==> src/rtl/pce_pkg.sv <==
package pce_pkg;

    localparam int SYM_W     = 3;
    localparam int ROW_SYMS  = 7;
    localparam int DATA_SYMS = 5;
    localparam int RS_PAR    = ROW_SYMS - DATA_SYMS;
    localparam int COL_LEN   = 7;
    localparam int COL_DATA  = 4;
    localparam int CHK_ROWS  = COL_LEN - COL_DATA;
    localparam int IDX_W     = $clog2(COL_LEN);
    localparam int INFO_W    = DATA_SYMS * SYM_W;

    localparam logic [SYM_W:0] FIELD_POLY = 4'b1011;

    typedef logic [SYM_W-1:0]    sym_t;
    typedef logic [ROW_SYMS-1:0] row_t;
    typedef row_t [COL_LEN-1:0]  arr_t;
    typedef sym_t [ROW_SYMS-1:0] word_t;
    typedef sym_t [RS_PAR:0]     gen_t;

    // bit j of entry k marks column position j in check equation k
    localparam row_t [CHK_ROWS-1:0] COL_CHECK = {7'b1001110, 7'b0101101, 7'b0011011};

    function automatic sym_t gf_xtime(sym_t x);
        sym_t r;
        r = {x[SYM_W-2:0], 1'b0};
        if (x[SYM_W-1]) r = r ^ FIELD_POLY[SYM_W-1:0];
        return r;
    endfunction

    function automatic sym_t gf_mul(sym_t a, sym_t b);
        sym_t r;
        sym_t x;
        r = '0;
        x = a;
        for (int i = 0; i < SYM_W; i++) begin
            if (b[i]) r = r ^ x;
            x = gf_xtime(x);
        end
        return r;
    endfunction

    function automatic sym_t alpha_pow(int e);
        sym_t r;
        r = sym_t'(1);
        for (int i = 0; i < e; i++) r = gf_xtime(r);
        return r;
    endfunction

    // product of (x + alpha^k) for k = 1..RS_PAR, entry i = coefficient of x^i
    function automatic gen_t rs_generator();
        gen_t g;
        gen_t n;
        g    = '0;
        g[0] = sym_t'(1);
        for (int k = 1; k <= RS_PAR; k++) begin
            n = '0;
            for (int i = 0; i <= RS_PAR; i++) begin
                if (i > 0) n[i] = n[i] ^ g[i-1];
                n[i] = n[i] ^ gf_mul(g[i], alpha_pow(k));
            end
            g = n;
        end
        return g;
    endfunction

    localparam gen_t RS_GEN = rs_generator();

    // Horner evaluation, column 0 is the highest power
    function automatic sym_t word_eval(word_t w, sym_t pt);
        sym_t acc;
        acc = '0;
        for (int j = 0; j < ROW_SYMS; j++) acc = gf_mul(acc, pt) ^ w[j];
        return acc;
    endfunction

endpackage

==> src/rtl/pce_rs_rows.sv <==
module pce_rs_rows
    import pce_pkg::*;
(
    input  logic [INFO_W-1:0] info_bits,
    output row_t [SYM_W-1:0]  rows_img
);

    sym_t [RS_PAR-1:0] rem_d;
    word_t             word_d;

    always_comb begin
        sym_t fb_d;
        rem_d = '0;
        for (int j = 0; j < DATA_SYMS; j++) begin
            fb_d = info_bits[j*SYM_W +: SYM_W] ^ rem_d[RS_PAR-1];
            for (int k = RS_PAR-1; k > 0; k--) begin
                rem_d[k] = rem_d[k-1] ^ gf_mul(fb_d, RS_GEN[k]);
            end
            rem_d[0] = gf_mul(fb_d, RS_GEN[0]);
        end
    end

    genvar gj, gb;
    generate
        for (gj = 0; gj < ROW_SYMS; gj++) begin : g_col
            if (gj < DATA_SYMS) begin : g_data
                assign word_d[gj] = info_bits[gj*SYM_W +: SYM_W];
            end else begin : g_par
                assign word_d[gj] = rem_d[ROW_SYMS-1-gj];
            end
            for (gb = 0; gb < SYM_W; gb++) begin : g_bit
                assign rows_img[gb][gj] = word_d[gj][gb];
            end
        end
    endgenerate

endmodule

==> src/rtl/pce_col_code.sv <==
module pce_col_code
    import pce_pkg::*;
(
    input  row_t [COL_DATA-1:0] data_rows,
    output arr_t                full_arr
);

    genvar gr, gj, gk;
    generate
        for (gr = 0; gr < COL_DATA; gr++) begin : g_copy
            assign full_arr[gr] = data_rows[gr];
        end
        for (gj = 0; gj < ROW_SYMS; gj++) begin : g_col
            for (gk = 0; gk < CHK_ROWS; gk++) begin : g_chk
                logic par_d;
                always_comb begin
                    par_d = 1'b0;
                    for (int i = 0; i < COL_DATA; i++) begin
                        if (COL_CHECK[gk][i]) par_d = par_d ^ data_rows[i][gj];
                    end
                end
                assign full_arr[COL_DATA+gk][gj] = par_d;
            end
        end
    endgenerate

endmodule

==> src/rtl/pce_streamer.sv <==
module pce_streamer
    import pce_pkg::*;
(
    input  logic clk,
    input  logic rst_n,
    input  logic in_valid,
    output logic in_ready,
    input  arr_t frame_arr,
    output logic out_valid,
    output row_t out_row,
    output logic out_last
);

    typedef struct packed {
        logic             busy;
        logic [IDX_W-1:0] idx;
        arr_t             arr;
    } st_t;

    localparam logic [IDX_W-1:0] LAST_IDX = IDX_W'(COL_LEN-1);

    st_t  st_d, st_q;
    logic take_d;

    always_comb begin
        in_ready = !st_q.busy || (st_q.idx == LAST_IDX);
        take_d   = in_valid && in_ready;
        st_d     = st_q;
        if (st_q.busy) begin
            if (st_q.idx == LAST_IDX) st_d.busy = 1'b0;
            else                      st_d.idx  = st_q.idx + 1'b1;
        end
        if (take_d) begin
            st_d.busy = 1'b1;
            st_d.idx  = '0;
            st_d.arr  = frame_arr;
        end
        out_valid = st_q.busy;
        out_row   = st_q.arr[st_q.idx];
        out_last  = st_q.busy && (st_q.idx == LAST_IDX);
    end

    always_ff @(posedge clk or negedge rst_n) begin
        if (!rst_n) st_q <= '0;
        else        st_q <= st_d;
    end

    p_last_has_valid_r6: assert property (@(posedge clk) disable iff (!rst_n)
        out_last |-> out_valid);
    p_burst_unbroken_r5: assert property (@(posedge clk) disable iff (!rst_n)
        out_valid && !out_last |=> out_valid);
    p_busy_blocks_r7: assert property (@(posedge clk) disable iff (!rst_n)
        out_valid && !out_last |-> !in_ready);
    p_quiet_after_last_r7: assert property (@(posedge clk) disable iff (!rst_n)
        out_last && !in_valid |=> !out_valid);
    p_chain_start_r8: assert property (@(posedge clk) disable iff (!rst_n)
        out_last && in_valid |=> out_valid && !out_last);
    p_first_row_r5: assert property (@(posedge clk) disable iff (!rst_n)
        in_valid && in_ready |=> st_q.idx == '0);

endmodule

==> src/rtl/prodcode_enc.sv <==
module prodcode_enc
    import pce_pkg::*;
(
    input  logic              clk,
    input  logic              rst_n,
    input  logic              in_valid,
    output logic              in_ready,
    input  logic [INFO_W-1:0] in_sym_bits,
    input  logic [ROW_SYMS-1:0] in_extra_row,
    output logic              out_valid,
    output logic [ROW_SYMS-1:0] out_row,
    output logic              out_last
);

    row_t [SYM_W-1:0]    rs_img;
    row_t [COL_DATA-1:0] col_in;
    arr_t                frame_arr;

    pce_rs_rows i_rows (
        .info_bits (in_sym_bits),
        .rows_img  (rs_img)
    );

    genvar gr;
    generate
        for (gr = 0; gr < COL_DATA; gr++) begin : g_colin
            if (gr < SYM_W) begin : g_rs
                assign col_in[gr] = rs_img[gr];
            end else begin : g_extra
                assign col_in[gr] = in_extra_row;
            end
        end
    endgenerate

    pce_col_code i_cols (
        .data_rows (col_in),
        .full_arr  (frame_arr)
    );

    pce_streamer i_out (
        .clk       (clk),
        .rst_n     (rst_n),
        .in_valid  (in_valid),
        .in_ready  (in_ready),
        .frame_arr (frame_arr),
        .out_valid (out_valid),
        .out_row   (out_row),
        .out_last  (out_last)
    );

    // root check of the row word built by the division circuit
    word_t chk_word;
    always_comb begin
        for (int j = 0; j < ROW_SYMS; j++) begin
            for (int b = 0; b < SYM_W; b++) chk_word[j][b] = frame_arr[b][j];
        end
    end

    p_row_roots_r2: assert property (@(posedge clk) disable iff (!rst_n)
        in_valid && in_ready |-> (word_eval(chk_word, alpha_pow(1)) == '0)
                              && (word_eval(chk_word, alpha_pow(2)) == '0));

    p_col_checks_r4: assert property (@(posedge clk) disable iff (!rst_n)
        in_valid && in_ready |->
            ((^(col_in[0] & {ROW_SYMS{COL_CHECK[0][0]}}) ^ ^(col_in[1] & {ROW_SYMS{COL_CHECK[0][1]}})
              ^ ^(col_in[3] & {ROW_SYMS{COL_CHECK[0][3]}}) ^ ^frame_arr[4]) == 1'b0));

endmodule

==> config.mk <==
export PLATFORM = sky130hd
export DESIGN_NAME = prodcode_enc
export DESIGN_NICKNAME = d
export VERILOG_FILES = /design/src/rtl/pce_pkg.sv /design/src/rtl/pce_rs_rows.sv /design/src/rtl/pce_col_code.sv /design/src/rtl/pce_streamer.sv /design/src/rtl/prodcode_enc.sv
export SDC_FILE = /design/constraint.sdc
export NUM_CORES = 1
export LEC_CHECK = 0
export ABC_AREA = 0
export BUFFER_PORTS_ARGS = -buffer_cell sky130_fd_sc_hd__buf_4
export CORE_ASPECT_RATIO = 0.9
export CORE_MARGIN = 2
export CORE_UTILIZATION = 50
export DETAILED_ROUTE_END_ITERATION = 10
export HOLD_SLACK_MARGIN = 0.02
export PLACE_DENSITY = 0.72
export SYNTH_ARGS = -nofsm -noshare
export SYNTH_HDL_FRONTEND = slang
export SYNTH_SLANG_ARGS = --single-unit
==> constraint.sdc <==
create_clock -name clk -period 2.2 [get_ports clk]
set_input_delay 0.11 -clock clk [delete_from_list [all_inputs] [get_ports clk]]
set_output_delay 0.11 -clock clk [all_outputs]
set_load 0.01 [all_outputs]
### After elaboration in Yosys (flattened, before gate mapping)

Index checks and enable logic that the tools add are counted.

| word-level totals | value |
|---|---|
| register bits | 53 |
| logic and storage cells | 105 |

| operators by class | value |
|---|---|
| bitwise logic cells | 70 |
| reductions and logical operators | 6 |
| equality and inequality tests | 2 |
| add/sub/neg operators | 1 |
| magnitude comparators | 1 |
| multiplexer cells | 16 |

Operator list:

| kind | number |
|---|---|
| $xor 3x3->3 | 18 |
| $mux 53 | 1 |
| $xor 1x1->1 | 42 |
| $bmux 7 s3 | 1 |
| $mux 2 | 10 |
| $not 2->2 | 10 |
| $mux 7 | 1 |
| $lt 3x4->1 const B | 1 |
| $mux 4 | 1 |
| $add 3x1->3 const B | 1 |
| $eq 3x3->1 const B | 1 |
| $mux 3 | 1 |
| $logic_and 1x1->1 | 2 |
| $ne 2x1->1 const B | 1 |
| $reduce_and 2->1 | 1 |
| $reduce_bool 2->1 | 1 |
| $logic_not 1->1 | 1 |
| $logic_or 1x1->1 | 1 |
| $mux 1 | 1 |

### Logic depth before layout (Yosys ltp)

Gate-level depths: netlist (run 1).

| depth | value |
|---|---|
| depth after elaboration | 36 |
| depth in mapped cells | 11 |

### By module

From an unflattened synthesis (run 1), not the netlist that was laid out.

| second synthesis, totals | value |
|---|---|
| cells, all modules | 276 |
| area, all modules | 3742.3 µm² |

By module, submodules not included:

| module | times used | seq. area each (µm²) | area an instance (µm²) | cells each |
|---|---|---|---|---|
| pce_streamer | 1 | 1326.3 | 2458.6 | 163 |
| pce_col_code | 1 | 0.0 | 867.1 | 70 |
| pce_rs_rows | 1 | 0.0 | 416.6 | 43 |

### Worst setup path after synthesis (run 1)

OpenSTA, ideal clock, no wires.

| timing path | value |
|---|---|
| path type | register to register |
| from | register i_out.st_q[49] (netlist bit) |
| to | register i_out.st_q[27] (netlist bit) |
| slack | -0.240 ns |
| data arrival time | 2.315 ns |
| stages on the path, launching flop included | 11 |
| clock period less this slack | 2.440 ns |
| cells stage by stage | dfrtp_1 buf_2 buf_1 inv_1 ha_1 nand2_1 nand2_1 nand2_1 buf_4 clkbuf_1 mux2_2 |

| between the ends | value |
|---|---|
| word-level cells in the longest chain between the ends | 3 |

RTL lines:

| item | RTL line | source |
|---|---|---|
| from (decl) | pce_streamer.sv:22 | `st_t st_d, st_q;` |
| from (signal assigned) | pce_streamer.sv:45 | `else st_q <= st_d;` |
| $eq 3x3->1 | pce_streamer.sv:26 | `in_ready = !st_q.busy \|\| (st_q.idx == LAST_IDX);` |
| $logic_or 1x1->1 | pce_streamer.sv:26 |  |
| named net in_ready | prodcode_enc.sv:7 | `output logic in_ready,` |
| $logic_and 1x1->1 | pce_streamer.sv:27 | `take_d = in_valid && in_ready;` |

The timed path passes the listed nets, and every way through them passes these cells.
A chain may end at the register's enable or synchronous reset.

### Worst setup path in the final report (run 1)

| timing path | value |
|---|---|
| from | register i_out.st_q[50] (netlist bit) |
| to | output port out_row[3] |

| between the ends | value |
|---|---|
| word-level cells in the longest chain between the ends | 2 |

RTL lines:

| item | RTL line | source |
|---|---|---|
| $bmux 7 s3 | pce_streamer.sv:39 | `out_row = st_q.arr[st_q.idx];` |
| $mux 7 (not written as such) | pce_streamer.sv:39 |  |
| to (decl) | prodcode_enc.sv:11 | `output logic [ROW_SYMS-1:0] out_row,` |

No other way between the ends. The select of a mux whose other input is x is not followed.

==> key figures, run 1 <==
Clock tree
  • Clock latency on the worst-skew pair: 0.31 ns
  • Hold Buf Count CTS: 1
  • Clk Tree Root Cell: clkbuf_8
  • Longest Clk Path Bufs: 2
  • Post-CTS Setup Bufs: 0
  • Clock slew at reported path FFs: 0.10 ns
  • Post-cts sizing count: 0
  • Num CTS Buffers: 5
  • CTS tree: built
  • Clock Sinks: 53
  • H-tree levels: 2

Synthesis
  • YS warnings: 0
  • Post-Syn Area: 3109 um^2
  • Synthesized Nets: 299
  • Cell taking the most area after synthesis: dfrtp_1
  • Post-synth EDFFs: 0
  • Main synth FF type: dfrtp_1
  • Synth Instances: 272
  • Sequential fraction of the synthesis area: 0.4266
  • Synthesis-stage register bit count: 53
  • Fraction of registers with async set/reset: 1.000
  • Post-synth top area share: 0.4266
  • Synthesized area per cell: 11.43 um^2
  • Ranking of synthesized cells by area: dfrtp_1, mux2_2, xnor2_1
  • Synth unique cells: 29

Timing
  • Slew headroom: 0.5568
  • Setup Skew: 0.007224 ns
  • RSZ-0062 raised after global routing: no
  • Achievable Freq: 491.8 MHz
  • Fin. max-slew vios: 0
  • Worst slew pin tran: 0.6648 ns
  • Fin. Hold Viols: 0
  • Min Tclk post-route: 2.033 ns
  • Final setup vio count: 0
  • Setup TNS: 0 ns
  • Period utilisation layout: 0.9242

GRT
  • Largest net degree at the start of global routing: 76
  • Gr usage total: 0.1887
  • Vias in the first global route: 1919
  • First-pass GRT wire length: 9.942 mm
  • Initial antenna violation count: 0
  • Overflow after GRT: 0

Hold path
  • Worst Hold Class: input pin to flop
  • Hold Crit Depth: 2

Route
  • Remaining DRCs: 0
  • WL final: 5.914 mm
  • Vias: 1942
  • Antenna Nets Post-Route: 0
  • First-pass iteration count of the detailed router: 4
  • WL per Instance: 15.98 um
  • Iter 0 DRT Violations: 85
  • Via density per instance: 5.249

Flow run
  • Max cap viols: 0

Final layout
  • Diodes inserted: 0
  • Final #Nets: 324
  • Most frequent cells in the layout: dfrtp_1, buf_4, xnor2_1
  • Area Growth Syn to Fin: 12.84%
  • Most common cell after layout, fill and taps aside: dfrtp_1
  • Multi-input logic area: 1645 um^2
  • Sequential cell area: 1326 um^2
  • Share of cells above drive strength 1: 0.2919
  • Layout Utilization: 0.5770
  • Fillers: 517

Floorplan
  • Die width: 87.12 um
  • Num rows: 27
  • Die area: 6866 um^2
  • Die height: 78.81 um
  • I/O pin total: 35
  • Initial core utilization: 0.5113
  • Core region area: 6081 um^2

Critical path
  • Kind of critical path: flop to output pin
  • Worst Reg-to-Reg Cells: 8
  • Worst setup SP type: flop
  • Worst Path Required: 2.09 ns
  • Critical Path Fanout Max: 17
  • Arr. time, crit path: 1.92 ns
  • CP endpoint kind: output pin

Power
  • Max VDD drop: 679.0 uV
  • PwrDens: 1345 nW/um^2
  • Leak pwr: 0.001605 uW

Placement
  • Post-DP HPWL: 4.088 mm
  • Final GP Congestion: 0.7360
  • Port Buf Inserts: 34

Status
  • Status: finished clean
## synthesized netlist by cell type (5+ instances only)
library cell  instances
dfrtp_1              53
xnor3_1               5
clkbuf_1              9
mux2i_1               9
nor2_1               18
xor2_1               16
mux2_2               24
nand2_1              28
xnor2_1              30
mux4_2                7
o21ai_0              21
a21oi_1              14
## flip-flops by register name, indices dropped and copies added, names as in the netlist
signal,cells
i_out.st_q,52
i_out.out_valid,1
## worst max-delay path, stage by stage (launching register included)
cell and delay (ns):
dfrtp_1 0.39, buf_4 0.23, nor2_1 0.38, buf_4 0.22
a21oi_1 0.06, a21oi_1 0.19, buf_4 0.15
## per-stage QoR
stage	instance area, um^2	hold WS, ns	setup WS, ns	cells	total power (uW)
6_report	3508	0.06205	0.1667	370	4720
4_1_cts	3508	0.05272	0.1482	370	4762
5_1_grt	3508	0.05686	0.07029	370	5095
3_3_place_gp	3378	0.2013	0.3674	361	4001
2_1_floorplan	3115	-0.1856	0.003395	272	3360
3_5_place_dp	3378	0.2022	0.3567	361	4055
## final timing paths
check | startpoint | endpoint | slack, ns
min in group asynchronous | rst_n | i_out.st_q[40] | 0.37
max in group asynchronous | rst_n | i_out.st_q[3] | 1.39
setup reg to reg | i_out.st_q[49] | i_out.st_q[19] | 0.38
hold / removal | in_sym_bits[12] | i_out.st_q[4] | 0.06
setup / recovery | i_out.st_q[50] | out_row[3] | 0.17
hold reg to reg | i_out.st_q[44] | i_out.st_q[44] | 0.49
## layout make-up
cell class | count | share of cell area
clock buffers | 6 | 0.02354
clock inverters | 2 | 0.01070
inverters | 3 | 0.003210
multi-input cells | 194 | 0.4690
flip-flops and latches | 53 | 0.3780
well taps | 72 | 0.02568
repair buffers | 40 | 0.08987
## cells by family (layout without fill, tap and decap cells)
kind of cell	Yosys count	count (layout)	synth area share
AND/OR/NAND/NOR	51	51	0.06519
multiplexers	40	40	0.1666
adder cells (fa/ha/maj)	2	2	0.008047
flip-flops	53	53	0.4266
AO/OA/AOI/OAI	41	41	0.06841
XOR/XNOR	60	60	0.2201
buffers and inverters	25	51	0.04507
## routing by layer
metal  wire (um)  track usage
met1        3011       0.2926
met2        2643       0.2733
met3         205      0.03534
met4          54      0.04769
met5           0            0
## report_power, final
part	internal (uW)	leakage, uW	switching [uW]
Sequential	1450	0.000645	223
Combinational	1220	0.000902	1120
Clock	370	0.0000574	337
Total	3040	0.00160	1680
No activity file was read; power rests on OpenSTA's default activity.
==> run 2: changes to the inputs <==
==> constraint.sdc (replaced) <==
create_clock -name clk -period 2.2 [get_ports clk]
set_input_delay 0 -clock clk [delete_from_list [all_inputs] [get_ports clk]]
set_output_delay 0 -clock clk [all_outputs]
set_load 0.01 [all_outputs]
==> key figures, run 2 (synthesis gave the netlist of run 1 again) <==
Route
  • Remaining DRCs: 0 (unchanged)
  • WL per Instance: 15.24 um (-4.6%)
  • WL final: 5.960 mm (+0.78%)
  • First-pass iteration count of the detailed router: 4 (unchanged)
  • Via density per instance: 5.189 (-1.1%)
  • Iter 0 DRT Violations: 141 (+66%)
  • Vias: 2029 (+4.5%)
  • Antenna Nets Post-Route: 0 (unchanged)

Final layout
  • Most frequent cells in the layout: dfrtp_1, buf_4, xnor2_1
  • Share of cells above drive strength 1: 0.2696 (-0.02235)
  • Area Growth Syn to Fin: 18.39%
  • Diodes inserted: 0 (unchanged)
  • Most common cell after layout, fill and taps aside: dfrtp_1
  • Layout Utilization: 0.6054 (+0.02840)
  • Largest register FFs: 52 (unchanged)
  • Fillers: 493 (-4.6%)
  • Most flop-heavy register: i_out.st_q
  • Final #Nets: 345 (+6.5%)

Power
  • Max VDD drop: 614.9 uV (-9.4%)
  • PwrDens: 1243 nW/um^2 (-7.6%)
  • Leak pwr: 0.001680 uW (+4.7%)

Critical path
  • Arr. time, crit path: 2.12 ns (+0.20 ns)
  • CP Cell Sequence: dlygate4sd3_1, buf_4, xnor2_2, xnor3_2, xnor3_2, xnor2_1, o21ai_1
  • Worst Reg-to-Reg Cells: 8 (unchanged)
  • FF-to-FF Start: i_out.st_q[49]
  • Reg-to-Reg End: i_out.st_q[19]
  • CP peak stage delay: 0.53 ns (+0.14 ns)
  • Cell mode on critical path: xnor3_2
  • Worst reg2reg setup slack: 0.37 ns (about the same)
  • CP endpoint kind: flop
  • Slowest cell on the critical path: dlygate4sd3_1
  • Kind of critical path: input pin to flop
  • Worst Path Required: 2.39 ns (+0.30 ns)
  • Critical Path Fanout Max: 6 (-11)
  • Worst setup SP type: input pin

GRT
  • Initial antenna violation count: 0 (unchanged)
  • Gr usage total: 0.1930 (+0.004266)
  • First-pass GRT wire length: 10.18 mm (+2.4%)
  • Largest net degree at the start of global routing: 76 (unchanged)
  • Vias in the first global route: 1968 (+2.6%)
  • Overflow after GRT: 0 (unchanged)

Timing
  • Worst slew pin tran: 0.6773 ns (+0.01254 ns)
  • Period utilisation layout: 0.8761 (-0.04816)
  • Fin. Hold Viols: 0 (unchanged)
  • Final setup vio count: 0 (unchanged)
  • Hold Slack: 0.03700 ns (-0.02505 ns)
  • Fin. max-slew vios: 0 (unchanged)
  • Setup Skew: 0.005012 ns (-0.002212 ns)
  • RSZ-0062 raised after global routing: no
  • Slew headroom: 0.5485 (-0.008358)
  • Achievable Freq: 518.9 MHz (+5.5%)
  • Min Tclk post-route: 1.927 ns (-0.1059 ns)
  • Setup TNS: 0 ns (unchanged)

Clock tree
  • Hold Buf Count CTS: 21 (+20)
  • Longest Clk Path Bufs: 2 (unchanged)
  • Num CTS Buffers: 5 (unchanged)
  • CTS tree: built
  • Clk Tree Root Cell: clkbuf_8
  • Clock Sinks: 53 (unchanged)
  • Post-cts sizing count: 0 (unchanged)
  • Post-CTS Setup Bufs: 0 (unchanged)
  • H-tree levels: 2 (unchanged)
  • Clock latency on the worst-skew pair: 0.30 ns (about the same)
  • Clock slew at reported path FFs: 0.10 ns (about the same)

Placement
  • Post-DP HPWL: 4.000 mm (-2.2%)
  • Port Buf Inserts: 34 (unchanged)
  • Final GP Congestion: 0.7578 (+3.0%)

Floorplan
  • Die width: 87.12 um (unchanged)
  • Die height: 78.81 um (unchanged)
  • I/O pin total: 35 (unchanged)
  • Initial core utilization: 0.5113 (unchanged)
  • Core region area: 6081 um^2 (unchanged)
  • Die area: 6866 um^2 (unchanged)
  • Num rows: 27 (unchanged)

Hold path
  • Hold EP: i_out.st_q[17]
  • Worst Hold Class: input pin to flop
  • Hold Crit Depth: 2 (unchanged)
  • Hold path startpoint: in_sym_bits[11]

Status
  • Status: finished clean

Flow run
  • Max cap viols: 0 (unchanged)
run 2: through the flow:
stage / std cells / total power (uW) / instance area [um^2] / worst slack [ns]
finish: 391 / 4577 / 3681 / 0.2727
global route: 391 / 4954 / 3681 / 0.2087
CTS: 390 / 4620 / 3671 / 0.2723
detailed placement: 361 / 4042 / 3378 / 0.3868
global placement: 361 / 3997 / 3378 / 0.4506
floorplan: 272 / 3360 / 3115 / 0.003395
run 2: cell type report:
class / count / area, um^2 / share of cell area
inverters: 3 / 11.26 / 0.003059
clock buffers: 6 / 72.57 / 0.01971
clock inverters: 2 / 10.01 / 0.002719
flip-flops and latches: 53 / 1326 / 0.3603
well taps: 72 / 90.09 / 0.02447
multi-input cells: 194 / 1645 / 0.4470
repair buffers: 61 / 525.5 / 0.1428
run 2: how the worst max path moves through the flow:
stage / from / to / cells past startpoint
final: in_sym_bits[2] / i_out.st_q[41] / 7
after global placement: i_out.st_q[49] / i_out.st_q[19] / 8
after global routing: i_out.st_q[49] / i_out.st_q[19] / 8
after detailed placement: i_out.st_q[49] / i_out.st_q[19] / 8
after CTS: in_sym_bits[2] / i_out.st_q[41] / 7
after floorplan: i_out.st_q[49] / i_out.st_q[15] / 10
run 2: critical path, delay by kind of cell:
kind	cells	cell delay (ns)
AO/OA/AOI/OAI	1	0.07
XOR/XNOR	4	1.35
buffers and inverters	2	0.69
run 2: metal layers:
metal,global-route usage,wire [um],vias up
met5,0,0,-
met4,0.04154,48,0
met3,0.03534,293,5
met2,0.2840,2700,45
met1,0.2990,2917,978
li1,-,-,1001
run 2: report_power, final:
group / internal (uW) / switching (uW) / leakage, uW
Clock: 222 / 315 / 0.0000450
Combinational: 1250 / 1120 / 0.000990
Sequential: 1450 / 227 / 0.000645
Total: 2920 / 1660 / 0.00168
==> run 3: changes to the inputs <==
Settings changed: CORE_ASPECT_RATIO 0.9 to 1.5, PLACE_DENSITY 0.72 to 0.75.
==> key figures, run 3 (synthesis gave the netlist of run 1 again) <==
Clock tree
  • Clock slew at reported path FFs: 0.09 ns (about the same)
  • Num CTS Buffers: 5 (unchanged)
  • Hold Buf Count CTS: 21 (unchanged)
  • Post-CTS Setup Bufs: 0 (unchanged)
  • Longest Clk Path Bufs: 2 (unchanged)
  • Clock latency on the worst-skew pair: 0.31 ns (about the same)
  • Post-cts sizing count: 0 (unchanged)
  • Clock Sinks: 53 (unchanged)
  • H-tree levels: 2 (unchanged)
  • CTS tree: built
  • Clk Tree Root Cell: clkbuf_8

Route
  • Iter 0 DRT Violations: 57 (-60%)
  • Vias: 2052 (+1.1%)
  • WL final: 6.015 mm (+0.92%)
  • First-pass iteration count of the detailed router: 4 (unchanged)
  • Remaining DRCs: 0 (unchanged)
  • Via density per instance: 5.221 (+0.62%)
  • WL per Instance: 15.31 um (+0.41%)
  • Antenna Nets Post-Route: 0 (unchanged)

Critical path
  • Worst Reg-to-Reg Cells: 8 (unchanged)
  • CP Cell Sequence: dlygate4sd3_1, buf_4, xnor2_2, xnor3_2, xnor3_2, xnor2_1, o21ai_1
  • Kind of critical path: input pin to flop
  • Critical path startpoint: in_sym_bits[2]
  • Worst Path Required: 2.40 ns (about the same)
  • CP peak stage delay: 0.55 ns (+0.02 ns)
  • Slowest cell on the critical path: dlygate4sd3_1
  • Critical Path Fanout Max: 6 (unchanged)
  • CP endpoint kind: flop
  • FF-to-FF Start: i_out.st_q[49]
  • Arr. time, crit path: 2.16 ns (+0.04 ns)
  • Cell mode on critical path: xnor3_2
  • Worst setup SP type: input pin

Floorplan
  • Initial core utilization: 0.5108 (-0.0005255)
  • I/O pin total: 35 (unchanged)
  • Die width: 68.39 um (-22%)
  • Die area: 6878 um^2 (+0.18%)
  • Die height: 100.6 um (+28%)
  • Num rows: 35 (+30%)
  • Core region area: 6087 um^2 (+0.10%)

Placement
  • Post-DP HPWL: 4.224 mm (+5.6%)
  • Port Buf Inserts: 34 (unchanged)
  • Final GP Congestion: 0.7545 (-0.44%)

Status
  • Status: finished clean

Final layout
  • Fillers: 484 (-1.8%)
  • Diodes inserted: 0 (unchanged)
  • Layout Utilization: 0.6123 (+0.006983)
  • Largest register FFs: 52 (unchanged)
  • Most frequent cells in the layout: dfrtp_1, buf_4, xnor2_1
  • Area Growth Syn to Fin: 19.88%
  • Most common cell after layout, fill and taps aside: dfrtp_1
  • Most flop-heavy register: i_out.st_q
  • Final #Nets: 345 (unchanged)
  • Share of cells above drive strength 1: 0.2727 (+0.003135)

Timing
  • Achievable Freq: 509.9 MHz (-1.7%)
  • Slew headroom: 0.5631 (+0.01467)
  • Setup TNS: 0 ns (unchanged)
  • RSZ-0062 raised after global routing: no
  • Min Tclk post-route: 1.961 ns (+0.03401 ns)
  • Fin. Hold Viols: 0 (unchanged)
  • Worst slew pin tran: 0.6553 ns (-0.02200 ns)
  • Fin. max-slew vios: 0 (unchanged)
  • Final setup vio count: 0 (unchanged)
  • Period utilisation layout: 0.8915 (+0.01546)
  • Setup Skew: 0.009282 ns (+0.004270 ns)

Flow run
  • Max cap viols: 0 (unchanged)

Power
  • PwrDens: 1268 nW/um^2 (+2.0%)
  • Leak pwr: 0.001700 uW (+1.2%)
  • Max VDD drop: 686.4 uV (+12%)

Hold path
  • Worst Hold Class: input pin to flop
  • Hold Crit Depth: 2 (unchanged)
  • Hold path startpoint: in_sym_bits[4]

GRT
  • Vias in the first global route: 2152 (+9.3%)
  • Gr usage total: 0.2029 (+0.009924)
  • Overflow after GRT: 0 (unchanged)
  • First-pass GRT wire length: 10.35 mm (+1.7%)
  • Largest net degree at the start of global routing: 54 (-29%)
  • Initial antenna violation count: 0 (unchanged)
==> run 3: cell count changes in the layout (fill, tap and decap cells not counted), sizes merged <==
cell         before  now
buf              39   40
bufinv            0    1
clkbuf            6    7
clkinv            2    0
dlygate4sd3      22   21
==> run 3: worst paths after layout <==
path	end	slack (ns)
worst max-delay path	i_out.st_q[41]	0.24
worst max register to register	i_out.st_q[47]	0.37
worst min register to register	i_out.st_q[32]	0.49
worst min-delay path	i_out.st_q[8]	0.02
max in group asynchronous	i_out.st_q[1]	1.49
min in group asynchronous	i_out.st_q[35]	0.27
==> run 3: critical path, delay by kind of cell <==
family	cells	cell delay [ns]
buffers and inverters	2	0.72
AO/OA/AOI/OAI	1	0.07
XOR/XNOR	4	1.38
==> run 3: metal layers <==
layer / up-vias / track usage / part of all wire
li1: 1003 / - / -
met1: 1004 / 0.2398 / 0.40
met2: 35 / 0.3521 / 0.55
met3: 10 / 0.03464 / 0.030
met4: 0 / 0.08615 / 0.022
met5: - / 0 / 0
==> run 3: area by class of cell <==
| cell class | count | area (um^2) | area share |
|---|---|---|---|
| Multi-Input combinational cell | 194 | 1645 | 0.4414 |
| Sequential cell | 53 | 1326 | 0.3558 |
| Timing Repair Buffer | 61 | 535.5 | 0.1437 |
| Tap cell | 74 | 92.59 | 0.02484 |
| Clock buffer | 7 | 86.33 | 0.02316 |
| Clock inverter | 1 | 30.03 | 0.008056 |
| Inverter | 3 | 11.26 | 0.003021 |
==> run 3: per-stage QoR <==
step	total power [uW]	instance area [um^2]	hold slack, ns	worst slack [ns]	instances
floorplan	3360	3115	-0.2956	0.003395	272
global placement	3995	3401	0.07708	0.4659	364
detailed placement	4067	3401	0.07611	0.3870	364
CTS	4780	3727	0.02053	0.2381	393
global route	5124	3727	0.02331	0.1774	393
finish	4728	3727	0.02477	0.2387	393
==> run 3: power breakdown <==
part,switching (uW),total [uW],internal [uW]
combinational,1110,2370,1260
sequential,233,1680,1450
clock,306,677,371
total,1650,4730,3080
